===== config.mk =====
export PLATFORM = sky130hd
export DESIGN_NAME = pkt_len_queue
export DESIGN_NICKNAME = d
export VERILOG_FILES = /design/src/rtl/pkt_len_pkg.sv /design/src/rtl/len_counter.sv /design/src/rtl/len_fifo.sv /design/src/rtl/len_read_port.sv /design/src/rtl/pkt_len_queue.sv
export SDC_FILE = /design/constraint.sdc
export NUM_CORES = 1
export LEC_CHECK = 0
export BUFFER_PORTS_ARGS = -buffer_cell sky130_fd_sc_hd__buf_2
export CAP_MARGIN = 20
export CORE_MARGIN = 10
export CORE_UTILIZATION = 60
export DETAILED_ROUTE_END_ITERATION = 7
export GPL_TIMING_DRIVEN = 0
export PLACE_DENSITY = 0.8
export SLEW_MARGIN = 20
export SYNTH_ARGS = -nofsm -noshare
export SYNTH_HDL_FRONTEND = slang
export SYNTH_SLANG_ARGS = --single-unit

===== constraint.sdc =====
create_clock -name clk -period 4.6 [get_ports clk]
set_clock_uncertainty 0.2 [all_clocks]
set_input_delay 0.23 -clock clk [delete_from_list [all_inputs] [get_ports clk]]
set_output_delay 0.23 -clock clk [all_outputs]
set_load 0.02 [all_outputs]

===== src/rtl/pkt_len_pkg.sv =====
package pkt_len_pkg;

    // Lengths up to two gigabytes must fit in one entry.
    localparam int unsigned LEN_W_MIN = 31;

    // Source of the value loaded into the read-data register.
    typedef enum logic [1:0] {
        RD_SRC_NONE = 2'd0,
        RD_SRC_HEAD = 2'd1,
        RD_SRC_ZERO = 2'd2,
        RD_SRC_LAST = 2'd3
    } rd_src_e;

endpackage


===== src/rtl/len_counter.sv =====
module len_counter #(
    parameter int unsigned LEN_W = 32
) (
    input  logic             clk,
    input  logic             rst_n,
    input  logic             clear,
    input  logic             pkt_disable,
    input  logic             byte_vld,
    input  logic             eop,
    output logic             push,
    output logic [LEN_W-1:0] push_len
);

    typedef struct packed {
        logic [LEN_W-1:0] cnt;
    } cnt_st_t;

    localparam logic [LEN_W-1:0] ONE = {{(LEN_W-1){1'b0}}, 1'b1};

    cnt_st_t st_d, st_q;
    logic [LEN_W-1:0] len_now;

    always_comb begin
        st_d = st_q;
        // A byte in the end-marker cycle still belongs to the closing packet;
        // the count saturates instead of wrapping.
        if (byte_vld && (st_q.cnt != {LEN_W{1'b1}})) begin
            len_now = st_q.cnt + ONE;
        end else begin
            len_now = st_q.cnt;
        end

        push     = eop && !pkt_disable && !clear;
        push_len = len_now;

        if (clear || pkt_disable || eop) begin
            st_d.cnt = '0;
        end else begin
            st_d.cnt = len_now;
        end
    end

    always_ff @(posedge clk or negedge rst_n) begin
        if (!rst_n) begin
            st_q <= '0;
        end else begin
            st_q <= st_d;
        end
    end

endmodule


===== src/rtl/len_fifo.sv =====
module len_fifo #(
    parameter int unsigned LEN_W = 32,
    parameter int unsigned DEPTH = 16
) (
    input  logic                           clk,
    input  logic                           rst_n,
    input  logic                           clear,
    input  logic                           push,
    input  logic [LEN_W-1:0]               push_data,
    input  logic                           pop_req,
    output logic [LEN_W-1:0]               head,
    output logic                           empty,
    output logic                           push_acc,
    output logic                           pop_acc,
    output logic [$clog2(DEPTH+1)-1:0]     occ,
    output logic                           ovf
);

    localparam int unsigned PTR_W = (DEPTH > 1) ? $clog2(DEPTH) : 1;
    localparam int unsigned CNT_W = $clog2(DEPTH + 1);
    localparam logic [PTR_W-1:0] PTR_LAST = PTR_W'(DEPTH - 1);
    localparam logic [CNT_W-1:0] CNT_FULL = CNT_W'(DEPTH);
    localparam logic [CNT_W-1:0] CNT_ONE  = CNT_W'(1);
    localparam logic [PTR_W-1:0] PTR_ONE  = PTR_W'(1);

    typedef struct packed {
        logic [PTR_W-1:0] wr;
        logic [PTR_W-1:0] rd;
        logic [CNT_W-1:0] cnt;
        logic             ovf;
    } fifo_st_t;

    fifo_st_t st_d, st_q;
    logic [LEN_W-1:0] mem [DEPTH];
    logic full;

    always_comb begin
        st_d     = st_q;
        empty    = (st_q.cnt == '0);
        full     = (st_q.cnt == CNT_FULL);
        pop_acc  = pop_req && !empty && !clear;
        // A pop in the same cycle frees the slot a full queue needs.
        push_acc = push && !clear && (!full || pop_acc);

        if (clear) begin
            st_d = '0;
        end else begin
            if (push_acc) begin
                st_d.wr = (st_q.wr == PTR_LAST) ? '0 : st_q.wr + PTR_ONE;
            end
            if (pop_acc) begin
                st_d.rd = (st_q.rd == PTR_LAST) ? '0 : st_q.rd + PTR_ONE;
            end
            unique case ({push_acc, pop_acc})
                2'b10:   st_d.cnt = st_q.cnt + CNT_ONE;
                2'b01:   st_d.cnt = st_q.cnt - CNT_ONE;
                default: st_d.cnt = st_q.cnt;
            endcase
            if (push && !push_acc) begin
                st_d.ovf = 1'b1;
            end
        end
    end

    always_ff @(posedge clk or negedge rst_n) begin
        if (!rst_n) begin
            st_q <= '0;
        end else begin
            st_q <= st_d;
        end
    end

    // Storage carries no reset; occupancy alone says what is valid.
    always_ff @(posedge clk) begin
        if (push_acc) begin
            mem[st_q.wr] <= push_data;
        end
    end

    assign head = mem[st_q.rd];
    assign occ  = st_q.cnt;
    assign ovf  = st_q.ovf;

endmodule


===== src/rtl/len_read_port.sv =====
module len_read_port
    import pkt_len_pkg::*;
#(
    parameter int unsigned LEN_W = 32
) (
    input  logic             clk,
    input  logic             rst_n,
    input  logic             clear,
    input  logic             rd_stb,
    input  logic             empty,
    input  logic [LEN_W-1:0] head,
    input  logic             push_acc,
    input  logic [LEN_W-1:0] push_len,
    input  logic             valid_only,
    output logic [LEN_W-1:0] rd_data
);

    typedef struct packed {
        logic [LEN_W-1:0] rd_data;
        logic [LEN_W-1:0] last;
    } rp_st_t;

    rp_st_t  st_d, st_q;
    rd_src_e src;

    always_comb begin
        st_d = st_q;
        src  = RD_SRC_NONE;
        if (rd_stb && !clear) begin
            if (!empty) begin
                src = RD_SRC_HEAD;
            end else if (valid_only) begin
                src = RD_SRC_ZERO;
            end else begin
                src = RD_SRC_LAST;
            end
        end

        unique case (src)
            RD_SRC_HEAD: st_d.rd_data = head;
            RD_SRC_ZERO: st_d.rd_data = '0;
            RD_SRC_LAST: st_d.rd_data = st_q.last;
            default:     st_d.rd_data = st_q.rd_data;
        endcase

        if (clear) begin
            st_d.last = '0;
        end else if (push_acc) begin
            st_d.last = push_len;
        end
    end

    always_ff @(posedge clk or negedge rst_n) begin
        if (!rst_n) begin
            st_q <= '0;
        end else begin
            st_q <= st_d;
        end
    end

    assign rd_data = st_q.rd_data;

endmodule


===== src/rtl/pkt_len_queue.sv =====
module pkt_len_queue #(
    parameter int unsigned LEN_W = 32,
    parameter int unsigned DEPTH = 16
) (
    input  logic             clk,
    input  logic             rst_n,
    input  logic             rx_fifo_clr,
    input  logic             ctl_valid_only,
    input  logic             ctl_pkt_disable,
    input  logic             rx_byte_vld,
    input  logic             rx_eop,
    input  logic             len_rd_stb,
    output logic [LEN_W-1:0] len_rd_data,
    output logic             len_avail,
    output logic             len_ovf
);

    localparam int unsigned OCC_W = $clog2(DEPTH + 1);

    logic             push_w;
    logic [LEN_W-1:0] push_len_w;
    logic [LEN_W-1:0] head_w;
    logic             empty_w;
    logic             push_acc_w;
    logic             pop_acc_w;
    logic [OCC_W-1:0] occ_w;

    len_counter #(.LEN_W(LEN_W)) cnt_i (
        .clk         (clk),
        .rst_n       (rst_n),
        .clear       (rx_fifo_clr),
        .pkt_disable (ctl_pkt_disable),
        .byte_vld    (rx_byte_vld),
        .eop         (rx_eop),
        .push        (push_w),
        .push_len    (push_len_w)
    );

    len_fifo #(.LEN_W(LEN_W), .DEPTH(DEPTH)) fifo_i (
        .clk       (clk),
        .rst_n     (rst_n),
        .clear     (rx_fifo_clr),
        .push      (push_w),
        .push_data (push_len_w),
        .pop_req   (len_rd_stb),
        .head      (head_w),
        .empty     (empty_w),
        .push_acc  (push_acc_w),
        .pop_acc   (pop_acc_w),
        .occ       (occ_w),
        .ovf       (len_ovf)
    );

    len_read_port #(.LEN_W(LEN_W)) rdp_i (
        .clk        (clk),
        .rst_n      (rst_n),
        .clear      (rx_fifo_clr),
        .rd_stb     (len_rd_stb),
        .empty      (empty_w),
        .head       (head_w),
        .push_acc   (push_acc_w),
        .push_len   (push_len_w),
        .valid_only (ctl_valid_only),
        .rd_data    (len_rd_data)
    );

    assign len_avail = !empty_w;

endmodule


==> impl_metrics.json <==
{
  "nets": 1494,
  "core-area_um2": 41000,
  "multi_input_area_um2": 6170,
  "avgSynthCellArea_um2": 18.5,
  "cp_max_fo": 10,
  "timing.setup.tns_ns": 0,
  "min_period_over_period_pct": 82.7,
  "maxCapViolCount": 0,
  "status": "completed",
  "swShare_pct": 25.6,
  "synth.distinct_cells": 51,
  "synth_fa_ha_area_share_pct": 0.530,
  "grtUsageTotal_pct": 25.1,
  "finalNonFillerCells": 2060,
  "grt_max_degree": 60,
  "ys_seq_area_share_pct": 72.4,
  "nFillCells": 2498,
  "slew-limit-headroom_pct": 25.7,
  "cts_resized": 0,
  "clockBufferDepth": 3,
  "synth-compound-area-share_pct": 4.82,
  "drc": 0,
  "syn_inst": 1352,
  "grt_overflow_total": 0,
  "hold_viol_final": 0,
  "post_cts_buffers": 0,
  "p_leak_nw": 8.96,
  "synthMuxAreaShare_pct": 12.8,
  "antennaDiodeCount": 0,
  "routed_wl_mm": 62.5,
  "routed-via-count": 13900,
  "power.density_nw_per_um2": 484,
  "ant_nets": 0,
  "die_h_um": 224,
  "setup_viol_count_final": 0,
  "grt_pass1_vias": 14300,
  "power_frac_clock_pct": 37.2,
  "syn_to_final_growth_pct": 13.5,
  "syn_nets": 1370,
  "final_cell_mix": "edfxtp_1, mux4_2, dfrtp_1, a211oi_1, clkbuf_16",
  "internal-power_w": 0.0102,
  "critPathCaptureType": "flip-flop",
  "initial_utilization_pct": 61.1,
  "netlist_area_um2": 25000,
  "seqCellArea_um2": 18100,
  "final_cell_area_um2": 28400,
  "die_w_um": 224,
  "pwr-share-seq_pct": 46.5,
  "initialDrtViolationCount": 1943,
  "synth_top_family_by_area": "multiplexers",
  "dpl.hpwl_mm": 37.2,
  "fin_ws_ns": 0.796,
  "row_count": 74,
  "synthXorXnorAreaFrac_pct": 1.19,
  "vdd_ir_drop_max_mv": 0.354,
  "cts_tree": "yes",
  "power_switching_w": 0.00352,
  "hold_path.class": "input pin to flip-flop",
  "ios": 42,
  "cts_num_sinks": 622,
  "dpl_cell_area_um2": 26300,
  "synth-simple-area-share_pct": 5.19,
  "worst_ep_arrival_time_ns": 4.10,
  "worst_slew_pin_slew_ns": 1.11,
  "min_period_ns": 3.80,
  "numPortBuffers": 41,
  "dpl.cell_count": 1938,
  "synth_flop_cell": "edfxtp_1",
  "start_kind": "input pin",
  "path_clk_slew_ns": 0.06,
  "worstSetupPathType": "input pin to flip-flop",
  "antenna_found_initial": 1,
  "final_layout_size_suffix_gt1_share_pct": 25.1,
  "ys_warn_count": 0,
  "cts_root_buf": "clkbuf_16",
  "synth.ff_latch_count": 622,
  "clk_latency_ns": 0.62,
  "avgRoutedWirePerCell_um": 30.4,
  "rsz0062_at_grt": "false",
  "maxSlewViolCount": 0,
  "async_reset_ff_share_pct": 17.7,
  "final_common_cell": "edfxtp_1",
  "max_freq_mhz": 263,
  "via_per_inst": 6.73,
  "dieArea_um2": 50300,
  "numCtsBuffers": 60,
  "grt_pass1_wl_mm": 92.7,
  "place_ws_ns": 0.820,
  "gp_congestion": 0.910,
  "synth_edf_count": 512,
  "critPathRequiredTime_ns": 4.89,
  "dr.pass1.iters": 6,
  "combPwrFrac_pct": 16.3,
  "h-tree-depth": 2
}
-- worst max-delay path, cell delays in order --
cell and delay, ns:
dlygate4sd3_1 0.53, buf_2 0.18, nand2b_1 0.12, clkbuf_1 0.55
o21bai_2 0.28, buf_4 0.26, buf_2 0.32, nor2b_1 0.18
fa_1 0.42, a21o_1 0.17, a21oi_1 0.28, or3_1 0.18
a21oi_1 0.06, a311oi_1 0.26, nor2_1 0.06
-- final timing paths --
path / from / to / slack (ns) / depth (start not counted)
hold / removal: rx_byte_vld / cnt_i.st_q[24] / 0.06 / 4
setup reg to reg: fifo_i.occ[1] / fifo_i.occ[4] / 0.82 / 12
min in group asynchronous: rst_n / rdp_i.st_q[29] / 0.54 / 4
hold reg to reg: rdp_i.st_q[31] / rdp_i.st_q[31] / 0.31 / 2
setup / recovery: rx_fifo_clr / fifo_i.occ[4] / 0.80 / 15
max in group asynchronous: rst_n / cnt_i.st_q[9] / 3.37 / 4
-- layer usage --
layer	vias to the layer above	track usage [%]	part of all wire, %	routed length [um]
li1	5626	-	-	-
met5	-	1.66	0.20	122
met2	830	39.7	48	30100
met1	7254	33.6	38	23700
met3	160	5.75	10	6520
met4	4	9.28	3.3	2030
-- repair_timing --
item	4_1_cts	5_1_grt
hold endpoints to repair	124	0
endpoints found under the setup margin	0	0
hold buffers	8	0
-- kinds of logic (layout without fill, tap and decap cells) --
logic type                 after synthesis  in the layout
AOI/OAI and AO/OA                      160            160
xor gates and xnor gates                34             34
adders and majority gates               10             10
buffers and inverters                  143            319
DFF                                    622            622
muxes                                  161            161
and+or+nand+nor                        222            222
-- area by class of cell --
class	count	area share (%)
Buffer	106	2.22
Clock buffer	73	5.82
Clock inverter	41	1.47
Inverter	37	0.489
Multi-Input combinational cell	587	21.7
Sequential cell	622	63.8
Tap cell	532	2.34
Timing Repair Buffer	62	2.16
-- power groups by stage --
stage | Clock, W | Combinational [W] | Sequential (W)
floorplan | 0 | 0.00162 | 0.00641
global placement | 0 | 0.00215 | 0.00650
detailed placement | 0 | 0.00222 | 0.00651
CTS | 0.00515 | 0.00225 | 0.00640
global route | 0.00538 | 0.00238 | 0.00641
finish | 0.00512 | 0.00224 | 0.00640
-- state kept, by name, indices dropped and copies added (netlist names) --
register       count
cnt_i.st_q        32
fifo_i.mem       512
fifo_i.occ         5
fifo_i.ovf         1
fifo_i.st_q        8
rdp_i.rd_data     32
rdp_i.st_q        32
-- per-stage QoR --
step	utilization, %	hold WS [ns]	total power (W)
final	69.3	0.0554	0.0138
after global routing	69.3	0.0976	0.0142
after CTS	69.3	0.0285	0.0138
after floorplan	-	-0.266	0.00803
after detailed placement	64.0	0.00571	0.00872
after global placement	63.2	0.273	0.00866
-- cell usage after synthesis, types with 2 or more instances --
library cell  count  area [um^2]
inv_1            37          139
o21ai_1           6         30.0
nand2_1          25         93.8
xnor2_1           7         61.3
buf_6             6         67.6
a221o_1          32          320
nor2b_1          33          206
dfrtp_1         110         2750
xor2_1           27          236
buf_4            43          323
nor4_4            4         85.1
edfxtp_1        512        15400
buf_1             3         11.3
clkbuf_1         33          124
and3_1           11         68.8
nand4_1          14         87.6
buf_2            21          105
ha_1              9          113
a21oi_1           9         45.0
o31ai_1           4         30.0
or3_1             4         25.0
nor4_1            2         12.5
a311oi_1          3         26.3
a211oi_1         64          480
nand2b_1          5         31.3
mux2i_1          33          330
nor3_1            3         15.0
nor2_1           49          184
nand3b_1         27          203
o21ai_0          30          150
a21o_1            4         30.0
and2_1           14         87.6
nand3_1          23          115
mux4_2          128         2880
Power figures use the tool's default switching activity.
